## src/rtl/dsr_pkg.sv

```systemverilog
package dsr_pkg;
  localparam int unsigned ERR_DTO_POS = 4;
  localparam int unsigned ERR_CRC_POS = 5;
  localparam int unsigned ERR_END_POS = 6;
  localparam int unsigned N_ERR       = 3;

  typedef enum logic [2:0] {
    WS_IDLE,
    WS_TOKWAIT,
    WS_TOKBITS,
    WS_TOKEND,
    WS_BUSY
  } wstate_e;

  typedef struct packed {
    logic endb;
    logic crc;
    logic dto;
  } err_set_t;
endpackage

```

## src/rtl/dsr_timeout_ctr.sv

```systemverilog
module dsr_timeout_ctr #(
  parameter int unsigned CNT_W = 16
) (
  input  logic             clk,
  input  logic             rst_n,
  input  logic             restart,
  input  logic             run,
  input  logic [CNT_W-1:0] limit,
  output logic             expire
);
  logic [CNT_W-1:0] cnt_q, cnt_d;
  logic [CNT_W:0]   seen;

  // seen = number of card clocks including the current one
  always_comb begin
    seen   = {1'b0, cnt_q} + {{CNT_W{1'b0}}, 1'b1};
    expire = (seen >= {1'b0, limit});
    cnt_d  = cnt_q;
    if (restart)  cnt_d = '0;
    else if (run) cnt_d = cnt_q + {{(CNT_W-1){1'b0}}, 1'b1};
  end

  always_ff @(posedge clk or negedge rst_n) begin
    if (!rst_n) cnt_q <= '0;
    else        cnt_q <= cnt_d;
  end
endmodule

```

## src/rtl/dsr_wr_fsm.sv

```systemverilog
module dsr_wr_fsm
  import dsr_pkg::*;
#(
  parameter int unsigned          CNT_W     = 16,
  parameter int unsigned          STAT_BITS = 3,
  parameter logic [STAT_BITS-1:0] GOOD_STAT = 3'b010
) (
  input  logic             clk,
  input  logic             rst_n,
  input  logic             card_ce,
  input  logic             dat0,
  input  logic             blk_sent,
  input  logic [CNT_W-1:0] tmo_limit,
  output logic             tok_ok,
  output logic             busy_done,
  output err_set_t         set_o
);
  localparam int unsigned BC_W = (STAT_BITS > 1) ? $clog2(STAT_BITS) : 1;
  localparam logic [BC_W-1:0] BC_LAST = BC_W'(STAT_BITS - 1);

  wstate_e              state_q, state_d;
  logic [STAT_BITS-1:0] sh_q, sh_d;
  logic [BC_W-1:0]      bc_q, bc_d;
  logic                 ok_q, ok_d, done_q, done_d;
  logic                 ctr_restart, ctr_run, ctr_exp;

  dsr_timeout_ctr #(.CNT_W(CNT_W)) u_ctr (
    .clk     (clk),
    .rst_n   (rst_n),
    .restart (ctr_restart),
    .run     (ctr_run),
    .limit   (tmo_limit),
    .expire  (ctr_exp)
  );

  always_comb begin
    state_d     = state_q;
    sh_d        = sh_q;
    bc_d        = bc_q;
    ok_d        = 1'b0;
    done_d      = 1'b0;
    set_o       = '0;
    ctr_restart = 1'b0;
    ctr_run     = 1'b0;
    if (blk_sent) begin
      state_d     = WS_TOKWAIT;
      ctr_restart = 1'b1;
    end else if (card_ce) begin
      case (state_q)
        WS_TOKWAIT: begin
          if (!dat0) begin
            state_d = WS_TOKBITS;
            bc_d    = '0;
          end else begin
            ctr_run = 1'b1;
            if (ctr_exp) begin
              set_o.dto = 1'b1;
              set_o.crc = 1'b1;
              state_d   = WS_IDLE;
            end
          end
        end
        WS_TOKBITS: begin
          sh_d = {sh_q[STAT_BITS-2:0], dat0};
          bc_d = bc_q + {{(BC_W-1){1'b0}}, 1'b1};
          if (bc_q == BC_LAST) state_d = WS_TOKEND;
        end
        WS_TOKEND: begin
          ctr_restart = 1'b1;
          state_d     = WS_BUSY;
          ok_d        = (sh_q == GOOD_STAT) && dat0;
          set_o.crc   = (sh_q != GOOD_STAT);
          set_o.endb  = !dat0;
        end
        WS_BUSY: begin
          if (dat0) begin
            done_d  = 1'b1;
            state_d = WS_IDLE;
          end else begin
            ctr_run = 1'b1;
            if (ctr_exp) begin
              set_o.dto = 1'b1;
              state_d   = WS_IDLE;
            end
          end
        end
        default: state_d = WS_IDLE;
      endcase
    end
  end

  always_ff @(posedge clk or negedge rst_n) begin
    if (!rst_n) begin
      state_q <= WS_IDLE;
      sh_q    <= '0;
      bc_q    <= '0;
      ok_q    <= 1'b0;
      done_q  <= 1'b0;
    end else begin
      state_q <= state_d;
      sh_q    <= sh_d;
      bc_q    <= bc_d;
      ok_q    <= ok_d;
      done_q  <= done_d;
    end
  end

  assign tok_ok    = ok_q;
  assign busy_done = done_q;
endmodule

```

## src/rtl/dsr_rd_watch.sv

```systemverilog
module dsr_rd_watch #(
  parameter int unsigned CNT_W = 16
) (
  input  logic             clk,
  input  logic             rst_n,
  input  logic             card_ce,
  input  logic             dat0,
  input  logic             rd_wait,
  input  logic [CNT_W-1:0] tmo_limit,
  output logic             set_dto
);
  logic act_q, act_d, run, exp_w;

  dsr_timeout_ctr #(.CNT_W(CNT_W)) u_ctr (
    .clk     (clk),
    .rst_n   (rst_n),
    .restart (rd_wait),
    .run     (run),
    .limit   (tmo_limit),
    .expire  (exp_w)
  );

  always_comb begin
    act_d   = act_q;
    run     = 1'b0;
    set_dto = 1'b0;
    if (rd_wait) begin
      act_d = 1'b1;
    end else if (card_ce && act_q) begin
      if (!dat0) begin
        act_d = 1'b0;
      end else begin
        run = 1'b1;
        if (exp_w) begin
          set_dto = 1'b1;
          act_d   = 1'b0;
        end
      end
    end
  end

  always_ff @(posedge clk or negedge rst_n) begin
    if (!rst_n) act_q <= 1'b0;
    else        act_q <= act_d;
  end
endmodule

```

## src/rtl/dsr_err_flags.sv

```systemverilog
module dsr_err_flags
  import dsr_pkg::*;
#(
  parameter int unsigned CODE_W = 16
) (
  input  logic              clk,
  input  logic              rst_n,
  input  logic              clr,
  input  err_set_t          set_i,
  output err_set_t          flags,
  output logic [CODE_W-1:0] code
);
  logic [N_ERR-1:0] q, d, s;

  assign s = set_i;

  for (genvar i = 0; i < N_ERR; i++) begin : g_flag
    always_comb d[i] = (q[i] & ~clr) | s[i];
    always_ff @(posedge clk or negedge rst_n) begin
      if (!rst_n) q[i] <= 1'b0;
      else        q[i] <= d[i];
    end
  end

  assign flags = q;

  always_comb begin
    code              = '0;
    code[ERR_DTO_POS] = flags.dto;
    code[ERR_CRC_POS] = flags.crc;
    code[ERR_END_POS] = flags.endb;
  end
endmodule

```

## src/rtl/crc_status_rx.sv

```systemverilog
module crc_status_rx
  import dsr_pkg::*;
#(
  parameter int unsigned          CNT_W     = 16,
  parameter int unsigned          STAT_BITS = 3,
  parameter logic [STAT_BITS-1:0] GOOD_STAT = 3'b010,
  parameter int unsigned          CODE_W    = 16
) (
  input  logic              clk,
  input  logic              rst_n,
  input  logic              card_ce,
  input  logic              dat0,
  input  logic              blk_sent,
  input  logic              rd_wait,
  input  logic              err_clr,
  input  logic [CNT_W-1:0]  tmo_limit,
  output logic              tok_ok,
  output logic              busy_done,
  output logic              err_dto,
  output logic              err_dcrc,
  output logic              err_dend,
  output logic [CODE_W-1:0] err_code
);
  err_set_t wr_set, all_set, flags;
  logic     rd_dto;

  dsr_wr_fsm #(
    .CNT_W(CNT_W), .STAT_BITS(STAT_BITS), .GOOD_STAT(GOOD_STAT)
  ) u_wr (
    .clk       (clk),
    .rst_n     (rst_n),
    .card_ce   (card_ce),
    .dat0      (dat0),
    .blk_sent  (blk_sent),
    .tmo_limit (tmo_limit),
    .tok_ok    (tok_ok),
    .busy_done (busy_done),
    .set_o     (wr_set)
  );

  dsr_rd_watch #(.CNT_W(CNT_W)) u_rd (
    .clk       (clk),
    .rst_n     (rst_n),
    .card_ce   (card_ce),
    .dat0      (dat0),
    .rd_wait   (rd_wait),
    .tmo_limit (tmo_limit),
    .set_dto   (rd_dto)
  );

  always_comb begin
    all_set     = wr_set;
    all_set.dto = wr_set.dto | rd_dto;
  end

  dsr_err_flags #(.CODE_W(CODE_W)) u_err (
    .clk   (clk),
    .rst_n (rst_n),
    .clr   (err_clr),
    .set_i (all_set),
    .flags (flags),
    .code  (err_code)
  );

  assign err_dto  = flags.dto;
  assign err_dcrc = flags.crc;
  assign err_dend = flags.endb;
endmodule

```

## config.mk

```make
export PLATFORM = sky130hd
export DESIGN_NAME = crc_status_rx
export DESIGN_NICKNAME = d
export VERILOG_FILES = /design/src/rtl/dsr_pkg.sv /design/src/rtl/dsr_timeout_ctr.sv /design/src/rtl/dsr_wr_fsm.sv /design/src/rtl/dsr_rd_watch.sv /design/src/rtl/dsr_err_flags.sv /design/src/rtl/crc_status_rx.sv
export SDC_FILE = /design/constraint.sdc
export NUM_CORES = 1
export LEC_CHECK = 0
export BUFFER_PORTS_ARGS = -buffer_cell sky130_fd_sc_hd__buf_2
export CORE_UTILIZATION = 54
export CTS_CLUSTER_SIZE = 24
export DETAILED_ROUTE_END_ITERATION = 8
export PLACE_DENSITY = 0.8
export RECOVER_POWER = 100
export SLEW_MARGIN = 40
export SYNTH_ARGS = -nofsm -noshare
export SYNTH_HDL_FRONTEND = slang
export SYNTH_HIERARCHICAL = 1
export SYNTH_SLANG_ARGS = --single-unit
export TNS_END_PERCENT = 50
```

## constraint.sdc

```tcl
create_clock -name clk -period 3.16 [get_ports clk]
set_clock_uncertainty 0.05 [all_clocks]
set_input_delay 0.79 -clock clk [delete_from_list [all_inputs] [get_ports clk]]
set_output_delay 0.79 -clock clk [all_outputs]
set_load 0.05 [all_outputs]
```

==> results.md, run 1 <==
- Layout cells sized above 1: ~12%
- Gr ovfl total: 0
- Most frequent cells in the layout: inv_1 (45), dfrtp_1 (45), nor2_1 (33), ha_1 (33), xor2_1 (31)
- Failing checks: capacitance limit, slew limit
- Number of synthesized flops with an enable pin: 0
- Flop2flop setup slack: 0.11 ns
- CTS root buf: clkbuf_8
- Crit Reg-Reg Startpoint: u_wr/u_ctr/cnt_q[5]$_DFFE_PN0P_
- Ys async rst share: 100%
- Required @ worst endpoint: approximately 3.3 ns
- Vias per inst: around 5.7
- CP Capture Type: flip-flop
- Synthesized-area fraction occupied by and/or/nand/nor cells: around 23%
- Routed Antenna Nets: 0
- Final Slew Violations: 27
- Vias in the first global route: between 2000 and 3000
- Syn Area/Cell: ~8.6 um2
- Post-synthesis xor/xnor area fraction: 12.2%
- Synth top area cells: dfrtp_1 (31%), ha_1 (12%), xor2_1 (7.3%)
- GR Util All Layers: 22.7%
- Largest fanout on the critical path: 8
- Mux cell area share after synthesis: between 2 and 2.5%
- CP Class: reg2reg
- Period utilisation layout: 96.5%
- Final wirelength: between 7000 and 8000 um
- Most frequent CP cell: nand3_1
- IO buf count: 30
- Syn Inst Count: around 430
- H-Tree Depth: 2
- Initial DRC count: between 100 and 150
- Worst IR Drop VDD: around 270 uV
- Top-area cell type share of the netlist area: between 30% and 40%
- Clock latency on the worst-skew pair: about 0.3 ns
- FILL cells: around 580
- Pwr dens: roughly 290 mW/mm2
- Min-delay worst type: reg2reg
- Yosys cell types: 56
- Critical Path AT: about 3.2 ns
- Clock slew at reported path FFs: roughly 0.09 ns
- YS warnings: 6
- Cell area after synthesis: approximately 0.0037 mm2
- Area grow syn2layout: 6.85%
- Via Count: 3053
- Largest net degree at the start of global routing: 27
- Largest family of logic cells by synthesized area: simple AND/OR/NAND/NOR gates
- Num ports: 44
- Antenna violations before repair: 0
- Fmax: about 330 MHz
- Core Area: roughly 0.0065 mm2
- DIE HEIGHT: about 85 um
- Die X: 85.0 um
- Tot Pwr: around 1.1 mW
- DRT Pass-1 Iters: 4
- Crit path to: u_err/code[4]$_DFF_PN0_
- Layout Nets: around 500
- Clock Sinks: 46
- Routability cong.: between 0.8 and 0.9
- Worst hold margin: ~0.48 ns
- Remaining DRCs: 0
- Setup crit start: u_wr/u_ctr/cnt_q[5]$_DFFE_PN0P_
- Reg-to-Reg End: u_err/code[4]$_DFF_PN0_
- Hold_buf cts: 0
- Total CTS buffers: 5
- Area leader, netlist: dfrtp_1
- Status: complete, but fails checks
- Fin crit period: 3.05 ns
- Rows: 29
- Yosys reg bits: 46
- Final-report hold violation count: 0
- Worst-Margin Slew: between 1.5 and 2 ns
- CTS tree: done
- Adder-Cell Fraction of Synth Area: roughly an eighth
- Sequential fraction of the synthesis area: a little under a third
- Ys flop type: dfrtp_1
- Dpl hpwl: approximately 6000 um
- Crit path cell chain: nand4_1, nor3_2, nand3_1, xnor2_1, ha_1, a21oi_1, nor2b_1, a311oi_1, nand3_1, and2_1, or2_1, a21o_1
- CP startpoint kind: flip-flop
- Final setup fails: 0
- Clock Tree Buf Depth: 2
- Drt wl/cell: roughly 15 um
- Slowest cell on the critical path: dfrtp_1
- Global-route wire length before repair: 13300 um
- Diodes inserted: 0
- Slowest stage delay, CP: 0.51 ns
- Fin util: about three fifths
- Max Cap Viol: 1
- R2r worst-path depth: 12
- Total leakage power: about 1.9 nW
- Die area: approximately 0.0072 mm2
- Compound-gate portion of the synthesized area: 9.07%
- Max-slew headroom: -0.855%
- Setup TNS Final: 0 ns
- Initial Util: between 50% and 60%
[metal layers]
layer	vias to the layer above	wire (um)	GRT usage, %
met3	10	351	4.18
met5	-	0	0
met1	1475	3540	29.4
met4	0	106	7.24
li1	1508	-	-
met2	60	3820	38.6
[cells by family after synthesis]
kind of cell	Yosys count
AOI/OAI and AO/OA	52
xor gates and xnor gates	52
adders and majority gates	35
buffers and inverters	85
DFF	46
muxes	7
other	1
and+or+nand+nor	155
[layout make-up]
type | count | area [um2] | area share (%)
inverters | 45 | 169 | 4.25
well taps | 77 | 96.3 | 2.42
clock inverters | 2 | 13.8 | 0.346
repair buffers | 45 | 239 | 6.01
multi-input cells | 314 | 2240 | 56.2
flip-flops and latches | 46 | 1150 | 29.0
clock buffers | 6 | 72.6 | 1.82
[metrics by stage]
step | setup slack (ns) | instances | instance area [um2]
2_1_floorplan | 0.183 | 445 | 3770
3_3_place_gp | 0.0643 | 523 | 3850
3_5_place_dp | -0.0185 | 523 | 3850
4_1_cts | 0.00954 | 531 | 3940
5_1_grt | -0.0292 | 535 | 3980
6_report | 0.110 | 535 | 3980
[synthesized netlist by cell type (all sizes together) (4+ instances only)]
| master | instances |
|---|---|
| xor2 | 31 |
| inv | 45 |
| buf | 32 |
| nand3 | 27 |
| nand2 | 24 |
| nor2 | 35 |
| or4 | 4 |
| nor4 | 5 |
| ha | 35 |
| nand4 | 21 |
| mux2 | 4 |
| xnor2 | 21 |
| dfrtp | 46 |
| o21ai | 8 |
| nor3 | 7 |
| clkbuf | 8 |
| a21oi | 19 |
| and3 | 5 |
| o31ai | 6 |
[state kept, by name (all words and copies together) (netlist names)]
register and count:
u_rd/u_ctr/cnt_q 16, u_wr/u_ctr/cnt_q 16, u_err/code 3, u_wr/sh_q 3, u_wr/state_q 3, u_wr/bc_q 2
u_rd/act_q 1, u_wr/busy_done 1, u_wr/tok_ok 1
[what timing repair did]
item,CTS,global route
setup endpoints to repair,1,5
resized for setup,1,11
setup buffers,0,4
pin swaps,0,6
[worst max-delay path, delay by kind of cell, from the launching register on]
kind                     cells  cell delay [ns]
AO/OA/AOI/OAI                3             0.68
XOR/XNOR                     1             0.18
adder cells (fa/ha/maj)      1             0.27
flip-flops                   1             0.51
AND/OR/NAND/NOR              7             1.27
[report_power, final]
group / switching [mW] / leakage [nW] / total (mW) / internal (mW)
clock: 0.203 / 0.0452 / 0.360 / 0.156
combinational: 0.117 / 1.25 / 0.165 / 0.0480
sequential: 0.0136 / 0.631 / 0.612 / 0.598
total: 0.334 / 1.93 / 1.14 / 0.802
[worst min path at each step]
stage | cells past startpoint | from | endpoint
final | 1 | u_wr/bc_q[0]$_DFFE_PN0P_ | u_wr/bc_q[0]$_DFFE_PN0P_
after global routing | 1 | u_err/code[4]$_DFF_PN0_ | u_err/code[4]$_DFF_PN0_
after CTS | 1 | rst_n | u_err/code[4]$_DFF_PN0_
after detailed placement | 1 | u_wr/bc_q[0]$_DFFE_PN0P_ | u_wr/bc_q[0]$_DFFE_PN0P_
after global placement | 1 | u_err/code[6]$_DFF_PN0_ | u_err/code[6]$_DFF_PN0_
after floorplan | 1 | u_wr/bc_q[0]$_DFFE_PN0P_ | u_wr/bc_q[0]$_DFFE_PN0P_
(Power assumes the default switching activity.)
==> run 2, diff against run 1 <==
- CELL_PAD_IN_SITES_DETAIL_PLACEMENT: not set -> 0
- CELL_PAD_IN_SITES_GLOBAL_PLACEMENT: not set -> 1
- CORE_UTILIZATION: 54 -> 40
- CTS_CLUSTER_SIZE: 24 -> 12
- PLACE_DENSITY: 0.8 -> 0.78
==> run 2 against run 1 <==
The run ends with DRC left. Global-route usage down 4.6 points. Sequential power about the same. Core utilization down 15 points. Worst hold slack worse by 0.0046 ns. Register-to-register slack about the same. Die area up 34%. Combinational power about the same. Non-clock buffer count up 3. Fmax up 0.12%. Critical endpoint unchanged. Cell count up 6.2%. Sequential share of layout area down 0.75 points.
==> results.md, run 2 (synthesized netlist as in run 1, its figures left out) <==
- FILL cells: 903 (+57%)
- Area grow syn2layout: 9.68%
- Dpl hpwl: 6320 um (+5.9%)
- H-Tree Depth: 2 (unchanged)
- Fin util: 46.2% (-15 points)
- Largest net degree at the start of global routing: 47 (+74%)
- Worst hold margin: 0.472 ns (-0.00460 ns)
- Clock slew at reported path FFs: 0.09 ns (about the same)
- Worst-Margin Slew: 1.19 ns (-0.322 ns)
- Layout cells sized above 1: 13.3% (+1.0 points)
- Drt wl/cell: 14.6 um (about the same)
- Storage element area: 0.00115 mm2 (unchanged)
- Setup TNS Final: 0 ns (unchanged)
- Layout Nets: 518 (+0.58%)
- DRT Pass-1 Iters: 8 (+4)
- Failing checks: DRC
- Vias per inst: 5.36 (-6.1%)
- Final setup fails: 0 (unchanged)
- Area of the multi-input gates: 0.00225 mm2 (+0.67%)
- Diodes inserted: 0 (unchanged)
- Family with the most delay on the worst path: simple AND/OR/NAND/NOR gates
- IO buf count: 30 (unchanged)
- CTS tree: done
- Min-delay worst type: reg2reg
- GR Util All Layers: 18.1% (-4.6 points)
- Period utilisation layout: 96.4% (-0.11 points)
- Max Cap Viol: 0 (-1)
- Largest fanout on the critical path: 5 (-3)
- Slowest stage delay, CP: 0.47 ns (-0.04 ns)
- Slowest cell on the critical path: dfrtp_1
- Num ports: 44 (unchanged)
- CP Capture Type: flip-flop
- Total CTS buffers: 5 (unchanged)
- Layout Cells excl Fill: 568 (+6.2%)
- Gr ovfl total: 0 (unchanged)
- Clock latency on the worst-skew pair: 0.31 ns (about the same)
- Tot Pwr: 1.24 mW (+9.1%)
- Vias in the first global route: 2890 (-3.3%)
- CP Class: reg2reg
- Die X: 98.5 um (+16%)
- Worst IR Drop VDD: 173 uV (-37%)
- Core Area: 0.00885 mm2 (+36%)
- Antenna violations before repair: 0 (unchanged)
- Clock Tree Buf Depth: 2 (unchanged)
- Status: complete, but fails checks
- CTS root buf: clkbuf_8
- Fmax: 328 MHz (+0.12%)
- Fin crit period: 3.05 ns (-0.00359 ns)
- Required @ worst endpoint: 3.32 ns (about the same)
- Routability cong.: 0.815 (-3.9%)
- Crit path cell chain: ha_4, and4_2, nand2_1, xnor2_1, ha_1, nand4_1, nor3_1, a2111oi_0, o211ai_1, and2_1, or2_1, a21o_1
- Buffers and inverters on the worst path: 0 (unchanged)
- Total leakage power: 1.97 nW (+2.1%)
- Most frequent cells in the layout: inv_1 (45), dfrtp_1 (45), nor2_1 (34), ha_1 (34), xor2_1 (31)
- Global-route wire length before repair: 14000 um (+5.4%)
- CP startpoint kind: flip-flop
- Max-slew headroom: 20.6% (+21 points)
- DIE HEIGHT: 98.5 um (+16%)
- Remaining DRCs: 4 (+4)
- Largest registers: u_rd/u_ctr/cnt_q (16), u_wr/u_ctr/cnt_q (16)
- Rows: 34 (+17%)
- Placed insts: 558 (+6.7%)
- Final Slew Violations: 0 (-100%)
- Initial DRC count: 120 (+12%)
- Clock Sinks: 46 (unchanged)
- Final wirelength: 8300 um (+6.2%)
- Critical Path AT: 3.20 ns (about the same)
- Die area: 0.00970 mm2 (+34%)
- Initial Util: 42.1% (-15 points)
- Routed Antenna Nets: 0 (unchanged)
- Via Count: 3045 (-0.26%)
- Pwr dens: 304 mW/mm2 (+6.3%)
- Final-report hold violation count: 0 (unchanged)
[run 2: final timing paths]
check                                                     start                               to  slack, ns  cells past startpoint
min in group asynchronous                                 rst_n  u_rd/u_ctr/cnt_q[4]$_DFFE_PN0P_       0.67                      1
worst min-delay path                   u_wr/bc_q[0]$_DFFE_PN0P_         u_wr/bc_q[0]$_DFFE_PN0P_       0.47                      1
worst min register to register         u_wr/bc_q[0]$_DFFE_PN0P_         u_wr/bc_q[0]$_DFFE_PN0P_       0.47                      1
worst max-delay path            u_rd/u_ctr/cnt_q[1]$_DFFE_PN0P_          u_err/code[4]$_DFF_PN0_       0.11                     12
worst max register to register  u_rd/u_ctr/cnt_q[1]$_DFFE_PN0P_          u_err/code[4]$_DFF_PN0_       0.11                     12
max in group asynchronous                                 rst_n  u_rd/u_ctr/cnt_q[0]$_DFFE_PN0P_       1.61                      1
[run 2: area by class of cell]
class | instances | share of cell area [%]
clock inverters | 1 | 0.735
well taps | 108 | 3.31
clock buffers | 6 | 2.02
multi-input cells | 314 | 55.1
repair buffers | 48 | 6.46
inverters | 45 | 4.14
flip-flops and latches | 46 | 28.2
[run 2: repair_timing]
item	CTS	global route
buffers inserted	0	3
resized for setup	0	14
endpoints found under the setup margin	0	5
hold buffers	0	0
[run 2: layer usage]
layer | part of all wire, % | vias to the layer above | GRT usage (%) | wire length, um
met5 | 0 | - | 0 | 0
met1 | 49 | 1465 | 25.0 | 4100
li1 | - | 1510 | - | -
met4 | 1.3 | 0 | 5.17 | 107
met3 | 3.4 | 8 | 2.70 | 286
met2 | 46 | 62 | 29.5 | 3810
[run 2: power by group]
| part | internal [mW] | switching, mW | total, mW |
|---|---|---|---|
| combinational | 0.0484 | 0.119 | 0.168 |
| sequential | 0.598 | 0.0137 | 0.612 |
| clock | 0.253 | 0.207 | 0.461 |
| total | 0.900 | 0.340 | 1.24 |
[run 2: per-stage QoR]
stage	instance area (um2)	setup slack [ns]
finish	4080	0.113
global route	4080	-0.0180
CTS	4040	0.0221
detailed placement	3920	0.0441
global placement	3920	0.189
floorplan	3770	0.183
==> run 3, diff against run 2 <==
==> constraint.sdc (replaced) <==
create_clock -name clk -period 3.16 [get_ports clk]
set_clock_uncertainty 0.05 [all_clocks]
set_input_delay 0.632 -clock clk [delete_from_list [all_inputs] [get_ports clk]]
set_output_delay 0.632 -clock clk [all_outputs]
set_load 0.05 [all_outputs]
==> run 3 against run 2 <==
The run still ends with DRC left. Critical path type unchanged. Largest cell class unchanged. Critical endpoint unchanged. Clock power is 16% lower. Sequential power barely moved. Critical path depth unchanged.
==> results.md, run 3 (synthesized netlist as in run 1, its figures left out) <==
- Pwr dens: 289 mW/mm2 (-4.8%)
- Num ports: 44 (unchanged)
- H-Tree Depth: 2 (unchanged)
- Period utilisation layout: 93.7% (-2.8 points)
- Fin crit period: 2.96 ns (-0.0870 ns)
- Critical Path AT: 3.11 ns (-0.09 ns)
- Core Area: 0.00885 mm2 (unchanged)
- Remaining DRCs: 3 (-1)
- Required @ worst endpoint: 3.31 ns (about the same)
- Post-CTS setup buffer count: 0 (unchanged)
- Routed Antenna Nets: 0 (unchanged)
- Failing checks: DRC
- DIE HEIGHT: 98.5 um (unchanged)
- Initial Util: 42.1% (unchanged)
- Via Count: 3035 (-0.33%)
- Largest net degree at the start of global routing: 47 (unchanged)
- Clock slew at reported path FFs: 0.10 ns (about the same)
- Layout cells sized above 1: 13.3% (+0.087 points)
- Max-slew headroom: 20.7% (+0.15 points)
- Antenna violations before repair: 0 (unchanged)
- Largest fanout on the critical path: 5 (unchanged)
- Clock Tree Buf Depth: 2 (unchanged)
- DRT Pass-1 Iters: 8 (unchanged)
- Tot Pwr: 1.16 mW (-6.1%)
- Worst hold margin: 0.468 ns (-0.00427 ns)
- CTS tree: done
- Largest registers: u_rd/u_ctr/cnt_q (16), u_wr/u_ctr/cnt_q (16)
- CP Capture Type: flip-flop
- Status: complete, but fails checks
- Area grow syn2layout: 8.20%
- Placed cell area: 0.00392 mm2 (-0.19%)
- Worst IR Drop VDD: 228 uV (+32%)
- Post-Layout Inst Area: 0.00403 mm2 (-1.3%)
- Total CTS buffers: 5 (unchanged)
- Die area: 0.00970 mm2 (unchanged)
- Routability cong.: 0.807 (-0.99%)
- Die X: 98.5 um (unchanged)
- Max Cap Viol: 0 (unchanged)
- Setup crit start: u_rd/u_ctr/cnt_q[0]$_DFFE_PN0P_
- Diodes inserted: 0 (unchanged)
- Vias in the first global route: 2983 (+3.2%)
- Fmax: 338 MHz (+2.9%)
- Worst setup margin: 0.200 ns (+0.0870 ns)
- Placed insts: 557 (-0.18%)
- Vias per inst: 5.37 (+0.20%)
- Global-route wire length before repair: 14100 um (+0.74%)
- Crit Reg-Reg Startpoint: u_rd/u_ctr/cnt_q[0]$_DFFE_PN0P_
- Final-report hold violation count: 0 (unchanged)
- Clock latency on the worst-skew pair: 0.31 ns (about the same)
- Min-delay worst type: reg2reg
- Total leakage power: 1.94 nW (-1.7%)
- Hold Path Origin: u_err/code[6]$_DFF_PN0_
- Drt wl/cell: 14.4 um (-1.3%)
- Final setup fails: 0 (unchanged)
- Final wirelength: 8150 um (-1.8%)
- Gr ovfl total: 0 (unchanged)
- IO buf count: 30 (unchanged)
- CTS root buf: clkbuf_8
- CP startpoint kind: flip-flop
- Most frequent cells in the layout: inv_1 (45), dfrtp_1 (45), nor2_1 (34)
- Dpl hpwl: 6200 um (-2.0%)
- Layout Nets: 514 (-0.77%)
- Place WS: 0.134 ns (+0.0904 ns)
- Rows: 34 (unchanged)
- Layout Cells excl Fill: 565 (-0.53%)
- CP Class: reg2reg
- Worst-Margin Slew: 1.19 ns (-0.00218 ns)
- Hold_buf cts: 0 (unchanged)
- Final Slew Violations: 0 (unchanged)
- Number of gates resized after CTS: 0 (unchanged)
- Initial DRC count: 110 (-8.3%)
- Clock Sinks: 46 (unchanged)
- GR Util All Layers: 18.1% (about the same)
-- run 3: cell types whose count changed in the layout (fill, tap and decap cells not counted), sizes merged --
cell,delta
buf,-2
bufinv,-1
clkbuf,-3
clkinvlp,+2
inv,+1
-- run 3: final cells by class --
type / count / area [um2]
clock buffer: 5 / 68.8
clock inverter: 3 / 23.8
fill: 908 / 4820
inverter: 45 / 169
multi-input combinational: 314 / 2240
sequential: 46 / 1150
tap: 108 / 135
timing repair buffer: 44 / 236
-- run 3: power breakdown --
group | switching [mW] | internal (mW)
Combinational | 0.117 | 0.0475
Sequential | 0.0130 | 0.598
Clock | 0.230 | 0.159
-- run 3: path summary, 6_finish.rpt --
check,endpoint,slack [ns],cells after the start
worst max-delay path,u_err/code[4]$_DFF_PN0_,0.20,12
worst min-delay path,u_err/code[6]$_DFF_PN0_,0.47,1
worst max register to register,u_err/code[4]$_DFF_PN0_,0.20,12
worst min register to register,u_err/code[6]$_DFF_PN0_,0.47,1
max in group asynchronous,u_wr/u_ctr/cnt_q[3]$_DFFE_PN0P_,1.77,1
min in group asynchronous,u_rd/u_ctr/cnt_q[2]$_DFFE_PN0P_,0.50,1
-- run 3: per-layer routing --
| metal | part of all wire [%] | wire length [um] | up-vias | GRT usage, % |
|---|---|---|---|---|
| li1 | - | - | 1499 | - |
| met1 | 49 | 4010 | 1466 | 24.8 |
| met2 | 46 | 3750 | 64 | 29.8 |
| met3 | 3.7 | 298 | 6 | 2.48 |
| met4 | 1.1 | 89 | 0 | 5.28 |
| met5 | 0 | 0 | - | 0 |
-- run 3: per-stage QoR --
stage / utilization [%] / setup TNS, ns
floorplan: - / 0
global placement: 44.2 / 0
detailed placement: 44.3 / 0
CTS: 45.3 / 0
global route: 45.5 / -0.000207
finish: 45.5 / 0
-- run 3: critical path: stages (launching register included) --
cell and delay (ns):
dfrtp_1 0.42, ha_2 0.24, and4_2 0.26, nand2_1 0.11
xnor2_1 0.19, ha_1 0.27, nand4_1 0.15, nor3_1 0.07
a2111oi_1 0.39, o211ai_1 0.17, and2_1 0.17, or2_1 0.21
a21o_1 0.15
